### src/rtl/oc_pkg.sv
package oc_pkg;
  localparam int CNT_W = 16;
  localparam int BYTE_W = 8;
  localparam int N_CH = 2;
  localparam logic [CNT_W-1:0] CNT_RST = 16'hFFFC;
  localparam logic [CNT_W-1:0] CMP_RST = 16'h8000;

  localparam logic [3:0] A_CTRL_A  = 4'd0;
  localparam logic [3:0] A_CTRL_B  = 4'd1;
  localparam logic [3:0] A_STAT    = 4'd2;
  localparam logic [3:0] A_CMP_HI0 = 4'd3;  // channel i high byte at 3 + 2*i, low byte follows
  localparam logic [3:0] A_CNT_HI  = 4'd7;
  localparam logic [3:0] A_CNT_LO  = 4'd8;

  typedef enum logic [1:0] {
    CK_DIV2 = 2'd0,
    CK_DIV4 = 2'd1,
    CK_DIV8 = 2'd2,
    CK_EXT  = 2'd3
  } ck_sel_e;
endpackage

### src/rtl/oc_tick.sv
module oc_tick
  import oc_pkg::*;
#(
  parameter int PRE_W  = 3,
  parameter int SYNC_N = 2
) (
  input  logic    clk,
  input  logic    rst_n,
  input  ck_sel_e sel,
  input  logic    ext_clk,
  output logic    tick
);
  localparam int EXT_W = SYNC_N + 1;

  logic [PRE_W-1:0] div_q;
  logic [EXT_W-1:0] ext_q;
  logic             ext_rise;

  always_ff @(posedge clk or negedge rst_n) begin
    if (!rst_n) begin
      div_q <= '0;
      ext_q <= '0;
    end else begin
      div_q <= div_q + 1'b1;
      ext_q <= {ext_q[EXT_W-2:0], ext_clk};
    end
  end

  // last synchronizer stage against the previous sample of it
  assign ext_rise = ext_q[SYNC_N-1] & ~ext_q[SYNC_N];

  always_comb begin
    unique case (sel)
      CK_DIV2: tick = div_q[0];
      CK_DIV4: tick = &div_q[1:0];
      CK_DIV8: tick = &div_q[2:0];
      default: tick = ext_rise;
    endcase
  end

  // an external edge yields a one-cycle enable only
  a_r3_ext_single: assert property (@(posedge clk) disable iff (!rst_n)
    ext_rise |=> !ext_rise);
endmodule

### src/rtl/oc_counter.sv
module oc_counter
  import oc_pkg::*;
#(
  parameter logic [CNT_W-1:0] RST_VAL = CNT_RST
) (
  input  logic              clk,
  input  logic              rst_n,
  input  logic              tick,
  input  logic              hi_rd,
  output logic [CNT_W-1:0]  cnt,
  output logic [BYTE_W-1:0] lo_snap
);
  logic [CNT_W-1:0]  cnt_q;
  logic [BYTE_W-1:0] snap_q;

  always_ff @(posedge clk or negedge rst_n) begin
    if (!rst_n) begin
      cnt_q  <= RST_VAL;
      snap_q <= RST_VAL[BYTE_W-1:0];
    end else begin
      if (tick)  cnt_q  <= cnt_q + 1'b1;
      if (hi_rd) snap_q <= cnt_q[BYTE_W-1:0];
    end
  end

  assign cnt     = cnt_q;
  assign lo_snap = snap_q;

  // one step per tick, wrapping naturally
  a_r2_step: assert property (@(posedge clk) disable iff (!rst_n)
    tick |=> cnt_q == CNT_W'($past(cnt_q) + 1'b1));
  a_r2_hold: assert property (@(posedge clk) disable iff (!rst_n)
    !tick |=> $stable(cnt_q));
  // latched byte only moves on a high-byte read
  a_r4_snap_hold: assert property (@(posedge clk) disable iff (!rst_n)
    !hi_rd |=> $stable(snap_q));
endmodule

### src/rtl/oc_chan.sv
module oc_chan
  import oc_pkg::*;
#(
  parameter logic [CNT_W-1:0] RST_CMP = CMP_RST
) (
  input  logic              clk,
  input  logic              rst_n,
  input  logic              tick,
  input  logic [CNT_W-1:0]  cnt,
  input  logic              wr_hi,
  input  logic              wr_lo,
  input  logic              lo_acc,
  input  logic              stat_rd,
  input  logic [BYTE_W-1:0] wdata,
  input  logic              oe,
  input  logic              lvl,
  output logic [CNT_W-1:0]  cmp,
  output logic              flag,
  output logic              pin
);
  logic [CNT_W-1:0] cmp_q;
  logic inh_q, arm_q, flag_q, pin_q, hit;

  assign hit = tick && (cnt == cmp_q) && !inh_q;

  always_ff @(posedge clk or negedge rst_n) begin
    if (!rst_n) begin
      cmp_q  <= RST_CMP;
      inh_q  <= 1'b0;
      arm_q  <= 1'b0;
      flag_q <= 1'b0;
      pin_q  <= 1'b0;
    end else begin
      if (wr_hi) begin
        cmp_q[CNT_W-1:BYTE_W] <= wdata;
        inh_q <= 1'b1;
      end else if (wr_lo) begin
        cmp_q[BYTE_W-1:0] <= wdata;
        inh_q <= 1'b0;
      end
      // a new match wins over a clear in the same cycle
      if (hit)                   flag_q <= 1'b1;
      else if (arm_q && lo_acc)  flag_q <= 1'b0;
      if (lo_acc)       arm_q <= 1'b0;
      else if (stat_rd) arm_q <= flag_q;
      if (hit && oe) pin_q <= lvl;
    end
  end

  assign cmp  = cmp_q;
  assign flag = flag_q;
  assign pin  = pin_q;

  // a qualified match always leaves the flag set
  a_r5_match_sets: assert property (@(posedge clk) disable iff (!rst_n)
    hit |=> flag_q);
  // no flag rise while inhibited by a high-byte write
  a_r8_inhibit: assert property (@(posedge clk) disable iff (!rst_n)
    $rose(flag_q) |-> $past(!inh_q));
  // a flag falls only through the armed low-byte access
  a_r9_clear: assert property (@(posedge clk) disable iff (!rst_n)
    $fell(flag_q) |-> $past(arm_q && lo_acc));
  // the pin moves only when the output is enabled
  a_r6_pin_oe: assert property (@(posedge clk) disable iff (!rst_n)
    (pin_q != $past(pin_q)) |-> $past(oe));
endmodule

### src/rtl/oc_timer.sv
module oc_timer
  import oc_pkg::*;
(
  input  logic        clk,
  input  logic        rst_n,
  input  logic        ext_clk,
  input  logic        irq_mask,
  input  logic        bus_sel,
  input  logic        bus_we,
  input  logic [3:0]  bus_addr,
  input  logic [7:0]  bus_wdata,
  output logic [7:0]  bus_rdata,
  output logic [1:0]  oc_out,
  output logic [1:0]  oc_en,
  output logic        irq
);
  logic             wr, rd, tick;
  logic [2:0]       ctrl_a_q;
  logic [3:0]       ctrl_b_q;
  logic [CNT_W-1:0] cnt;
  logic [7:0]       lo_snap;
  logic [N_CH-1:0]  flag, pin;
  logic [CNT_W-1:0] cmp [N_CH];

  assign wr = bus_sel & bus_we;
  assign rd = bus_sel & ~bus_we;

  always_ff @(posedge clk or negedge rst_n) begin
    if (!rst_n) begin
      ctrl_a_q <= '0;
      ctrl_b_q <= '0;
    end else if (wr) begin
      if (bus_addr == A_CTRL_A) ctrl_a_q <= bus_wdata[2:0];
      if (bus_addr == A_CTRL_B) ctrl_b_q <= bus_wdata[3:0];
    end
  end

  oc_tick u_tick (
    .clk(clk), .rst_n(rst_n), .sel(ck_sel_e'(ctrl_b_q[3:2])),
    .ext_clk(ext_clk), .tick(tick)
  );

  oc_counter u_cnt (
    .clk(clk), .rst_n(rst_n), .tick(tick),
    .hi_rd(rd && bus_addr == A_CNT_HI), .cnt(cnt), .lo_snap(lo_snap)
  );

  for (genvar i = 0; i < N_CH; i++) begin : g_ch
    localparam logic [3:0] HI_A = A_CMP_HI0 + 4'(2 * i);
    localparam logic [3:0] LO_A = HI_A + 4'd1;
    oc_chan u_ch (
      .clk(clk), .rst_n(rst_n), .tick(tick), .cnt(cnt),
      .wr_hi(wr && bus_addr == HI_A),
      .wr_lo(wr && bus_addr == LO_A),
      .lo_acc(bus_sel && bus_addr == LO_A),
      .stat_rd(rd && bus_addr == A_STAT),
      .wdata(bus_wdata), .oe(ctrl_b_q[i]), .lvl(ctrl_a_q[1+i]),
      .cmp(cmp[i]), .flag(flag[i]), .pin(pin[i])
    );
  end

  always_comb begin
    bus_rdata = '0;
    unique case (bus_addr)
      A_CTRL_A: bus_rdata = {5'd0, ctrl_a_q};
      A_CTRL_B: bus_rdata = {4'd0, ctrl_b_q};
      A_STAT:   bus_rdata = {6'd0, flag};
      4'd3:     bus_rdata = cmp[0][15:8];
      4'd4:     bus_rdata = cmp[0][7:0];
      4'd5:     bus_rdata = cmp[1][15:8];
      4'd6:     bus_rdata = cmp[1][7:0];
      A_CNT_HI: bus_rdata = cnt[15:8];
      A_CNT_LO: bus_rdata = lo_snap;
      default:  bus_rdata = '0;
    endcase
  end

  assign oc_out = pin;
  assign oc_en  = ctrl_b_q[1:0];
  assign irq    = ctrl_a_q[0] & ~irq_mask & (|flag);

  // compare values move only through bus writes
  a_r10_cmp0_bus: assert property (@(posedge clk) disable iff (!rst_n)
    !(wr && (bus_addr == 4'd3 || bus_addr == 4'd4)) |=> $stable(cmp[0]));
endmodule

### config.mk
export PLATFORM = sky130hd
export DESIGN_NAME = oc_timer
export DESIGN_NICKNAME = d
export VERILOG_FILES = /design/src/rtl/oc_pkg.sv /design/src/rtl/oc_tick.sv /design/src/rtl/oc_counter.sv /design/src/rtl/oc_chan.sv /design/src/rtl/oc_timer.sv
export SDC_FILE = /design/constraint.sdc
export NUM_CORES = 1
export LEC_CHECK = 0
export ABC_AREA = 0
export BUFFER_PORTS_ARGS = -buffer_cell sky130_fd_sc_hd__buf_2
export CORE_MARGIN = 3
export CORE_UTILIZATION = 60
export DETAILED_ROUTE_END_ITERATION = 6
export PLACE_DENSITY_LB_ADDON = 0.05
export SKIP_LAST_GASP = 1
export SYNTH_ARGS = -nofsm -noshare
export SYNTH_HDL_FRONTEND = slang
export SYNTH_SLANG_ARGS = --single-unit
export TNS_END_PERCENT = 1
### constraint.sdc
create_clock -name clk -period 2.4 [get_ports clk]
set_input_delay 0.12 -clock clk [delete_from_list [all_inputs] [get_ports clk]]
set_output_delay 0.12 -clock clk [all_outputs]
set_load 0.005 [all_outputs]
=== Word-level counts from Yosys, hierarchy flattened ===
Index checks and enable logic that the tools add are counted.

* Add/subtract/negate cells: 2
* Multiply operators: 0
* Div/mod/pow operators: 0
* Order comparisons: 0
* Eq/ne operators: 12
* Shift-type cells: 0
* Multiplexer cells: 14
* Bitwise gates (word level): 10
* Reduce and logical (&&, ||, !) cells: 33

{| class="wikitable"
|+ Operators with widths
! operator !! count
|-
| 8-bit case mux with 9 select lines || 1
|-
| 16-bit == test || 2
|-
| 16-bit by 1-bit adder with 16-bit output, second input constant || 1
|-
| 4-bit by 3-bit == test with 1-bit output, second input constant || 4
|-
| 1-bit logical AND || 16
|-
| 1-bit 2-to-1 mux || 12
|-
| 2-bit nonzero test || 6
|-
| 2-bit AND reduction || 5
|-
| 4-bit by 2-bit == test with 1-bit output, second input constant || 2
|-
| 1-bit bitwise AND || 5
|-
| 1-bit NOT || 5
|-
| 4-bit by 1-bit == test with 1-bit output, second input constant || 1
|-
| 4-bit == test, second input constant || 1
|-
| 4-bit zero test || 1
|-
| 3-bit by 1-bit adder with 3-bit output, second input constant || 1
|-
| 1-bit case mux with 3 select lines || 1
|-
| 3-bit AND reduction || 1
|-
| 2-bit by 1-bit == test with 1-bit output, second input constant || 1
|-
| 2-bit == test, second input constant || 1
|-
| 1-bit zero test || 2
|-
| 2-bit zero test || 1
|-
| 2-bit OR reduction || 1
|}

* Register bits: 77
* Bits in latches: 0
* Memory bits (writable): 0
* Bits in read-only memories: 0
* Bits of input ports: 18
* Output and inout bits: 13
* Word-level logic and storage cells: 89
* Memories kept: 0

=== Logic depth before layout (Yosys ltp) ===
Gate-level depths: netlist (run 1).

* Depth after elaboration: 6
* Depth in mapped cells: 7
* Mapped depth without buffers: 6

=== Cells and area by module ===
From an unflattened synthesis (run 1), not the netlist that was laid out.

* Cell total of the unflattened synthesis: 338
* Area total of the unflattened synthesis: 4130.2 µm²

{| class="wikitable"
|+ Modules (own cells, without submodules)
! module !! times used !! cells an instance !! area an instance (µm²) !! sequential area each (µm²)
|-
| oc_chan || 2 || 68 || 935.9 || 501.7
|-
| oc_timer || 1 || 118 || 1036.0 || 175.2
|-
| oc_counter || 1 || 73 || 1014.7 || 625.6
|-
| oc_tick || 1 || 11 || 207.7 || 150.1
|}

=== Worst setup path after synthesis (run 1) ===
No wires, ideal clock.

* Path type: flip-flop to flip-flop
* Start: reg u_tick.div_q[0]
* End: reg g_ch[1].u_ch.pin_q
* Setup time: 0.125 ns
* Data arrival time: 1.853 ns
* Data required time: 2.275 ns
* Path slack: 0.422 ns
* Cell stages (with the launch flop): 7
* Path buffers: 0
* Period minus slack after synthesis: 1.978 ns
* Cells stage by stage: dfrtp_1 ha_1 ha_1 mux4_2 o2111a_1 nand3_1 mux2_2

* Longest elaborated chain between the ends: 5
* Elaborated cells between the ends (all ways): 6
* Classes of those cells: mux: 1; reduce/logical: 5

{| class="wikitable"
|+ RTL lines
! element !! line !! text
|-
| from (decl) || oc_tick.sv:15 || <nowiki>logic [PRE_W-1:0] div_q;</nowiki>
|-
| from (signal assigned) || oc_tick.sv:24 || <nowiki>div_q <= div_q + 1'b1;</nowiki>
|-
| 3-bit AND reduction or 2-bit AND reduction (tied branches) || oc_tick.sv:36, oc_tick.sv:35 ||
|-
| 1-bit case mux with 3 select lines (*) || oc_tick.sv:33 || <nowiki>unique case (sel)</nowiki>
|-
| 1-bit logical AND (*) (2 in a row) || oc_chan.sv:24 || <nowiki>assign hit = tick && (cnt == cmp_q) && !inh_q;</nowiki>
|-
| 1-bit logical AND (*) || oc_chan.sv:46 || <nowiki>if (hit && oe) pin_q <= lvl;</nowiki>
|-
| to (signal assigned) || oc_chan.sv:46 ||
|-
| to (decl) || oc_chan.sv:22 || <nowiki>logic inh_q, arm_q, flag_q, pin_q, hit;</nowiki>
|}

Mark *: on every way between the ends. The rest lies on a longest branch, timed or not.
A chain may end at the register's enable or synchronous reset.

=== Worst setup path after layout (run 1) ===
Ends and elaborated chain as after synthesis.

==> impl_results.md, run 1 <==
* Reg2reg end: g_ch[1].u_ch.pin$_DFFE_PN0P_
* RSZ-0062 raised after global routing: false
* Port Buffers at 30
* Worst setup slack after placement at 306 ps
* Starting density of the core at between 60% and 70%
* Io pins at 31
* Min-Delay Startpoint: bus_wdata[4]
* Critical path class: flop to flop
* Inserted Clock Buffers at 9
* Power per cell area at 843 nW/um2
* Crit path largest cell delay at 580 ps
* Synth unique cells at 46
* WP depth at 6
* Startpoint Class: flop
* Most frequent CP cell: ha_1
* Clk_lat worst skew at 350 ps
* Slowest cell on crit path: mux4_2
* Via/cell ratio at just over 6
* EDFF count, synth at 0
* Initial antenna violation count at 0
* WL final at 9300 um
* Die height at 88.7 um
* Area post-placement at 4250 um2
* Critical path endpoint category: flop
* Layout cell share with drive strength beyond 1 at 39.9%
* Static Leak at 2.00 nW
* Post-route setup slack at around 280 ps
* Row count at 29
* Final period utilization at 88.3%
* Crit path max fanout at 9
* Cell family with most CP delay: multiplexers
* Clock slew at reported path FFs at ~90 ps
* Die ar. at 7860 um2
* Hold Path Depth at 2
* Max-Slew Margin vs Limit at 37.0%
* Final HPWL DP at 6730 um
* Number of antenna diodes at 0
* Syn Nets at approximately 360
* Area Growth Syn to Fin at 9.86%
* Root Driver: clkbuf_8
* Total gr overflow at 0
* CTS sink cnt at 77
* Final hold slack at 35.9 ps
* Worst path required time at ~2600 ps
* Max IR drop VDD at 0.698 mV
* Layout net count at 379
* Cell Area, Synth at between 4000 and 5000 um2
* Final TNS setup at 0 ps
* Fmax at 472 MHz
* Worst Max-Slew Pin Slew at 945 ps
* Via count at 2720
* Pre-antenna DRT Iters at 5
* First-pass GRT wire length at roughly 15000 um
* Mean post-synth cell area at 12.3 um2
* Placed insts at between 400 and 500
* GP Congestion at a little over 0.9
* Finished Layout Cells at 440
* Htree depth at 3
* # fillers at 487
* Final instance area at 4500 um2
* Final setup fails at 0
* Mapped Cells at 334
* Crit path cell chain: ha_1, ha_1, mux4_2, o2111a_1, nand3_1, mux2_2
* CP bufs+invs at 0
* Ys async rst share at 100%
* CP Data Arrival Time at 2360 ps
* Fin crit period at 2120 ps
* Deepest clock path buffer count at 2
* Reg2reg path depth at 6
* CP Capture Point: g_ch[1].u_ch.pin$_DFFE_PN0P_
* Max Slew Vio Count at 0
* Primary FF master, synth: dfrtp_1
* FF-to-FF Start: u_tick.div_q[0]$_DFF_PN0_
* Post-route DRC at 0
* Final Hold Viols at 0
* TritonCTS clock tree: done
* Origin of the worst setup path: u_tick.div_q[0]$_DFF_PN0_
* Register area share after synthesis at a little under half
* Largest net degree at the start of global routing at 78
* Average wire per standard cell at 21.1 um
* GR Util All Layers at a little over a quarter
* Max Clock Skew at 9.31 ps
* Drt first-iter violations at 201
* Vias in the first global route at 2663
* Flops & latches, synth at between 70 and 80
* R2r setup slk at around 280 ps
* Width of the die at 88.7 um
* Worst min-delay path category: input pin to flop
* Antenna Nets Post-Route at 0
* Status: complete, no violations
* CORE AREA at roughly 6500 um2
* Max-capacitance violation count at 0
* Synth Warn # at 0
[layout make-up]
class / count / area (um2) / area share [%]
Tap cell: 77 / 96.3 / 2.14
Multi-Input combinational cell: 226 / 1970 / 43.7
Sequential cell: 77 / 1950 / 43.4
Timing Repair Buffer: 38 / 230 / 5.11
Clock inverter: 6 / 93.8 / 2.08
Inverter: 6 / 22.5 / 0.500
Clock buffer: 10 / 138 / 3.06
[timing repair]
item / 4_1_cts / 5_1_grt
gates resized for setup: 0 / 0
hold endpoints to repair: 56 / 0
hold buffers: 2 / 0
setup buffers: 0 / 0
[per-layer routing]
metal,vias to the layer above,GRT usage [%],share of wire [%]
met5,-,0,0
met4,0,10.2,1.9
met3,16,4.28,5.5
met2,94,37.8,44
met1,1369,39.2,48
li1,1241,-,-
[registers in the layout, summed over array words and instances, names as in the netlist, 3 cells and up]
name	count
g_ch.u_ch.cmp	32
ctrl_b_q	4
ctrl_a_q	3
u_tick.div_q	3
u_cnt.lo_snap	8
u_tick.ext_q	3
u_cnt.cnt	16
[kinds of logic after synthesis]
| group | after synthesis | synth area share, % |
|---|---|---|
| xor gates and xnor gates | 46 | 10.0 |
| DFF | 77 | 47.7 |
| buffers and inverters | 31 | 4.30 |
| muxes | 65 | 19.0 |
| adders and majority gates | 3 | 0.916 |
| AOI/OAI and AO/OA | 29 | 5.01 |
| and+or+nand+nor | 83 | 13.1 |
[report_power, final]
part           leakage [nW]  internal, W  switching (W)
Sequential            0.924      0.00158       0.000295
Combinational         0.963     0.000430       0.000367
Clock                 0.113     0.000623       0.000498
Total                  2.00      0.00264        0.00116
[placed cells by master, fill, tap and decap left out, types with 4 or more instances in the layout]
cell type,instances
nand4_1,9
nor2_1,12
xnor2_1,24
buf_2,29
and3_1,4
nor4_1,5
nand2_1,14
mux2i_1,8
buf_4,6
clkbuf_8,10
inv_1,6
mux2_2,52
nand3_1,8
dfstp_2,22
nor3_1,6
dfrtp_1,55
a221oi_1,4
nor2b_1,5
o21ai_0,5
a21oi_1,8
xor2_1,21
mux4_2,5
[worst min path at each step]
stage | to | slack, ps
2_1_floorplan | ctrl_a_q[0]$_DFFE_PN0P_ | -180
3_3_place_gp | u_tick.ext_q[0]$_DFF_PN0_ | 230
3_5_place_dp | u_tick.ext_q[0]$_DFF_PN0_ | 230
4_1_cts | g_ch[1].u_ch.cmp[12]$_DFFE_PN0P_ | 30
5_1_grt | g_ch[0].u_ch.cmp[14]$_DFFE_PN0P_ | 40
6_report | g_ch[1].u_ch.cmp[12]$_DFFE_PN0P_ | 40
[synth_stat cells (all sizes together), types with 4 or more instances]
cell | number | share of area, %
nand2 | 16 | 1.6
clkbuf | 4 | 0.37
nand3 | 10 | 1.5
nor2b | 5 | 0.76
nor2 | 12 | 1.1
nor3 | 9 | 1.8
and4 | 4 | 0.98
mux2i | 8 | 2.0
mux4 | 5 | 2.7
xor2 | 21 | 4.5
nand4 | 10 | 1.7
a221oi | 4 | 0.85
buf | 21 | 3.4
a21oi | 8 | 0.98
o21ai | 5 | 0.61
and3 | 4 | 0.61
mux2 | 52 | 14
xnor2 | 25 | 5.5
nor4 | 8 | 2.3
inv | 6 | 0.55
dfrtp | 55 | 34
dfstp | 22 | 14
[metrics by stage]
stage	power [W]	util (%)
finish	0.00380	69.3
global route	0.00398	69.3
CTS	0.00380	69.3
detailed placement	0.00268	65.5
global placement	0.00266	65.5
floorplan	0.00242	-
Power figures use the tool's default switching activity.
==> inputs of run 2 (changes only) <==
Settings changed: CORE_ASPECT_RATIO set to 0.8.
==> run 2 against run 1 <==
  * Sequential share of layout area shrank 0.18 points
  * Wire length grew 4.9%
  * Cell area grew 0.42%
  * Critical path depth is the same
  * Clock-buffer cell count is the same
  * Register-to-register slack is essentially flat
  * Sequential power is essentially flat
  * Clock power is essentially flat
  * Global-route usage grew 0.39 points
  * Non-clock buffer count grew 3
  * Critical path type unchanged
  * Largest power group unchanged
==> impl_results.md, run 2 (synthesis results as in run 1) <==
* Most frequent cells in the layout: 55 x dfrtp_1, 52 x mux2_2, 29 x buf_2, 24 x xnor2_1, 22 x dfstp_2
* Finished Layout Cells at 450
* Max Slew Vio Count at 0
* Most common cell after layout, fill and taps aside: dfrtp_1
* Post-route DRC at 0
* Final period utilization at 88.2%
* Clock slew at reported path FFs at ~80 ps
* Layout cell share with drive strength beyond 1 at 40.4%
* Pre-antenna DRT Iters at 7
* Final TNS setup at 0 ps
* Hold Path Depth at 3
* FF-to-FF Start: u_tick.div_q[0]$_DFF_PN0_
* Area Growth Syn to Fin at 10.3%
* CORE AREA at 6510 um2
* Most frequent CP cell: ha_1
* Width of the die at 98.4 um
* RSZ-0062 raised after global routing: false
* Final HPWL DP at roughly 7000 um
* Htree depth at 3
* Final instance area at 4520 um2
* CTS sink cnt at 77
* WL final at 9760 um
* Final Hold Viols at 0
* Layout net count at 382
* Hold endpoint: g_ch[1].u_ch.cmp[5]$_DFFE_PN0P_
* Clk_lat worst skew at 360 ps
* Io pins at 31
* Crit path largest cell delay at 590 ps
* Cell family with most CP delay: multiplexers
* Fmax at 472 MHz
* Die ar. at 7870 um2
* Vias in the first global route at around 2.7k
* CP bufs+invs at 0
* Design Power at 0.00381 W
* First-pass GRT wire length at 15500 um
* Critical path endpoint category: flop
* Crit path cell chain: ha_1, ha_1, mux4_2, o2111a_1, nand3_1, mux2_2
* GP Congestion at 0.877
* Power per cell area at 842 nW/um2
* Crit path max fanout at 9
* Worst path required time at ~2700 ps
* Row count at 26
* Die height at approximately 80 um
* Worst Max-Slew Pin Slew at 960 ps
* GR Util All Layers at 26.5%
* Number of antenna diodes at 0
* Startpoint Class: flop
* Post CTS Setup Buffer Count at 0
* Slowest cell on crit path: mux4_2
* Initial antenna violation count at 0
* WP depth at 6
* Status: complete, no violations
* Root Driver: clkbuf_8
* Worst min-delay path category: input pin to flop
* Final setup fails at 0
* Reg2reg path depth at 6
* Total gr overflow at 0
* Fin crit period at 2120 ps
* Inserted Clock Buffers at 9
* Drt first-iter violations at about 240
* Max-Slew Margin vs Limit at 36.0%
* Via/cell ratio at 6.24
* Reg2reg end: g_ch[1].u_ch.pin$_DFFE_PN0P_
* Average wire per standard cell at 21.7 um
* Via count at 2809
* Max Clock Skew at between 7 and 8 ps
* Starting density of the core at 63.0%
* Port Buffers at 30
* Deepest clock path buffer count at 2
* Max IR drop VDD at 0.635 mV
* Antenna Nets Post-Route at 0
* Largest net degree at the start of global routing at 78
* CP Data Arrival Time at 2360 ps
* Area post-placement at 4270 um2
* Max-capacitance violation count at 0
* Final hold slack at ~12 ps
* Largest register FFs at 32
* Critical path class: flop to flop
* TritonCTS clock tree: done
* Static Leak at 2.01 nW
* R2r setup slk at 280 ps
* Placed insts at 432
* Min-Delay Startpoint: bus_wdata[5]
==> run 2: timing repair <==
action	CTS	global route
endpoints found under the hold margin	56	0
gates resized for setup	0	0
endpoints found under the setup margin	0	0
hold buffers	2	0
==> run 2: final cells by class <==
| type | instances | area, um2 |
|---|---|---|
| clock inverters | 6 | 93.8 |
| flip-flops and latches | 77 | 1950 |
| inverters | 6 | 22.5 |
| well taps | 84 | 105 |
| repair buffers | 41 | 240 |
| fillers | 489 | 1980 |
| multi-input cells | 226 | 1970 |
| clock buffers | 10 | 138 |
==> run 2: how the worst max path moves through the flow <==
stage | endpoint | slack [ps] | start
floorplan | g_ch[1].u_ch.pin$_DFFE_PN0P_ | 420 | u_tick.div_q[0]$_DFF_PN0_
global placement | g_ch[1].u_ch.pin$_DFFE_PN0P_ | 330 | u_tick.div_q[0]$_DFF_PN0_
detailed placement | g_ch[1].u_ch.pin$_DFFE_PN0P_ | 310 | u_tick.div_q[0]$_DFF_PN0_
CTS | g_ch[1].u_ch.pin$_DFFE_PN0P_ | 280 | u_tick.div_q[0]$_DFF_PN0_
global route | g_ch[1].u_ch.pin$_DFFE_PN0P_ | 210 | u_tick.div_q[0]$_DFF_PN0_
finish | g_ch[1].u_ch.pin$_DFFE_PN0P_ | 280 | u_tick.div_q[0]$_DFF_PN0_
==> run 2: worst reg2reg max path: cells and delay by family, from the launching register on <==
family / cells / cell delay [ps]
flops: 1 / 400
mux: 2 / 910
compound gates: 1 / 210
fa+ha+maj: 2 / 390
simple gates: 1 / 90
==> run 2: power breakdown <==
group	switching [W]	leakage, nW	total, W	internal (W)
logic	0.000375	0.976	0.000808	0.000433
clock network	0.000495	0.113	0.00112	0.000623
registers	0.000300	0.924	0.00188	0.00158
==> run 2: layer usage <==
layer	vias to the layer above	global-route usage, %	routed length [um]
met5	-	0	0
met4	0	6.68	124
met3	12	6.38	685
met2	113	37.8	4280
met1	1434	40.5	4670
li1	1250	-	-
==> run 2: through the flow <==
| step | utilization, % | worst slack, ps |
|---|---|---|
| final | 69.5 | 283 |
| after global routing | 69.5 | 214 |
| after CTS | 69.5 | 280 |
| after detailed placement | 65.6 | 308 |
| after global placement | 65.6 | 333 |
| after floorplan | - | 422 |
==> inputs of run 3 (changes only) <==
Settings changed: CORE_UTILIZATION 60 to 40, RECOVER_POWER set to 25.
==> run 3 against run 2 <==
  * The run now ends with capacitance limit, slew limit left
  * Sequential share of layout area shrank 2.4 points
  * Worst setup slack gained 3.1 ps
  * Die area grew 46%
  * Cell area grew 5.9%
  * First-iteration DRC count grew 9.8%
  * Worst hold slack gained 48 ps
  * Non-clock buffer count grew 9
  * Sequential power is essentially flat
  * Power grew 13%
  * Clock skew shrank 0.71 ps
  * Critical path type unchanged
  * Largest cell class unchanged
  * Highest routed layer unchanged
==> impl_results.md, run 3 (synthesis results as in run 1) <==
* Inserted Clock Buffers at 9
* Area Growth Syn to Fin at 16.8%
* Via count at 2717
* GP Congestion at ~0.8
* TritonCTS clock tree: done
* Clk_lat worst skew at 330 ps
* Violated checks: capacitance limit, slew limit
* Layout cell share with drive strength beyond 1 at about two fifths
* Hold_buf cts at 2
* Crit path largest cell delay at 590 ps
* Critical path class: flop to flop
* WL final at approximately 11000 um
* Max-capacitance violation count at 1
* Final hold slack at 60.0 ps
* Antenna Nets Post-Route at 0
* CORE AREA at 9810 um2
* Port Buffers at 30
* CP Data Arrival Time at 2330 ps
* Final HPWL DP at approximately 8000 um
* Post-CTS sizing at 0
* Largest net degree at the start of global routing at 71
* GR Util All Layers at 19.9%
* Post CTS Setup Buffer Count at 0
* Post-route DRC at 0
* Hold endpoint: g_ch[1].u_ch.cmp[5]$_DFFE_PN0P_
* Reg2reg end: g_ch[1].u_ch.pin$_DFFE_PN0P_
* CP bufs+invs at 0
* Drt first-iter violations at between 200 and 300
* Status: finished, violations left
* Worst path required time at 2620 ps
* Fmax at 473 MHz
* Vias in the first global route at ~2.7k
* Via/cell ratio at 5.32
* Most frequent CP cell: ha_1
* Pre-antenna DRT Iters at 4
* CTS sink cnt at 77
* FF-to-FF Start: u_tick.div_q[0]$_DFF_PN0_
* Cell family with most CP delay: multiplexers
* Power per cell area at around 900 nW/um2
* Critical path endpoint category: flop
* Crit path cell chain: ha_1, ha_1, mux4_2, o2111a_1, nand3_1, mux2_2
* Max Clock Skew at 6.65 ps
* Area post-placement at about 4400 um2
* Average wire per standard cell at 21.2 um
* Io pins at 31
* Most frequent cells in the layout: 55 x dfrtp_1, 52 x mux2_2, 25 x buf_2, 24 x xnor2_1, 22 x dfstp_2
* Starting density of the core at 41.8%
* Width of the die at 119 um
* Worst setup slack after placement at approximately 280 ps
* Largest register FFs at 32
* Final instance area at 4790 um2
* Root Driver: clkbuf_16
* Layout net count at 391
* Min-Delay Startpoint: bus_wdata[5]
* Max Slew Vio Count at between 70 and 80
* Total gr overflow at 0
* Worst Max-Slew Pin Slew at 1800 ps
* Max IR drop VDD at 0.466 mV
* Die ar. at 11500 um2
* Clock slew at reported path FFs at about 60 ps
* Htree depth at 3
* Deepest clock path buffer count at 2
* First-pass GRT wire length at 16700 um
* Final TNS setup at 0 ps
* Final setup fails at 0
* Hold Path Depth at 3
* Number of antenna diodes at 0
* Die height at 96.5 um
* Crit path max fanout at 9
* Most common cell after layout, fill and taps aside: dfrtp_1
* Startpoint Class: flop
* Max-Slew Margin vs Limit at -20.0%
* R2r setup slk at 290 ps
* Post-route setup slack at 286 ps
* RSZ-0062 raised after global routing: false
* Static Leak at between 2 and 2.5 nW
* Reg2reg path depth at 6
* Final period utilization at around nine tenths
* Fin crit period at 2110 ps
* Initial antenna violation count at 0
* Slowest cell on crit path: mux4_2
* Worst min-delay path category: input pin to flop
* Row count at 32
* Final Hold Viols at 0
[run 3: cell count changes in the layout (fill, tap and decap cells not counted), sizes merged]
cell | previous run | this run
inv | 8 | 7
clkbuf | 10 | 15
buf | 39 | 43
clkinv | 1 | 2
clkinvlp | 1 | 0
bufinv | 2 | 3
[run 3: layer usage]
layer | GRT usage [%] | up-vias | part of all wire, % | wire length (um)
met2 | 27.8 | 65 | 42 | 4540
met3 | 3.78 | 2 | 4.5 | 488
met4 | 4.92 | 0 | 0.43 | 46
met5 | 0 | - | 0 | 0
met1 | 31.2 | 1384 | 53 | 5740
li1 | - | 1266 | - | -
[run 3: area by class of cell]
type                    instances  area (um2)
well taps                     136         170
repair buffers                 50         325
flip-flops and latches         77        1950
fillers                       890        5020
clock buffers                  10         239
inverters                       6        22.5
multi-input cells             226        1970
clock inverters                 6         109
[run 3: how the worst max path moves through the flow]
| stage | from | cells after the start | slack [ps] | end |
|---|---|---|---|---|
| after CTS | u_tick.div_q[0]$_DFF_PN0_ | 6 | 280 | g_ch[1].u_ch.pin$_DFFE_PN0P_ |
| after global placement | u_tick.div_q[0]$_DFF_PN0_ | 6 | 320 | g_ch[1].u_ch.pin$_DFFE_PN0P_ |
| after floorplan | u_tick.div_q[0]$_DFF_PN0_ | 6 | 420 | g_ch[1].u_ch.pin$_DFFE_PN0P_ |
| after detailed placement | u_tick.div_q[0]$_DFF_PN0_ | 6 | 280 | g_ch[1].u_ch.pin$_DFFE_PN0P_ |
| after global routing | rst_n | 2 | 190 | g_ch[0].u_ch.cmp[1]$_DFFE_PN0P_ |
| final | u_tick.div_q[0]$_DFF_PN0_ | 6 | 290 | g_ch[1].u_ch.pin$_DFFE_PN0P_ |
[run 3: where the power goes]
group	total (W)	internal, W	switching [W]
sequential	0.00189	0.00159	0.000308
combinational	0.000825	0.000441	0.000385
clock	0.00157	0.00104	0.000528
total	0.00429	0.00307	0.00122
[run 3: through the flow]
stage / cells / util, % / power, W
2_1_floorplan: 334 / - / 0.00242
3_3_place_gp: 493 / 45.1 / 0.00273
3_5_place_dp: 493 / 45.1 / 0.00274
4_1_cts: 511 / 48.9 / 0.00433
5_1_grt: 511 / 48.8 / 0.00449
6_report: 511 / 48.8 / 0.00429
[run 3: worst register-to-register path, delay by kind of cell (launching register included)]
| kind | cells | cell delay [ps] |
|---|---|---|
| AND/OR/NAND/NOR | 1 | 90 |
| AO/OA/AOI/OAI | 1 | 210 |
| multiplexers | 2 | 910 |
| adder cells (fa/ha/maj) | 2 | 390 |
| flip-flops | 1 | 400 |
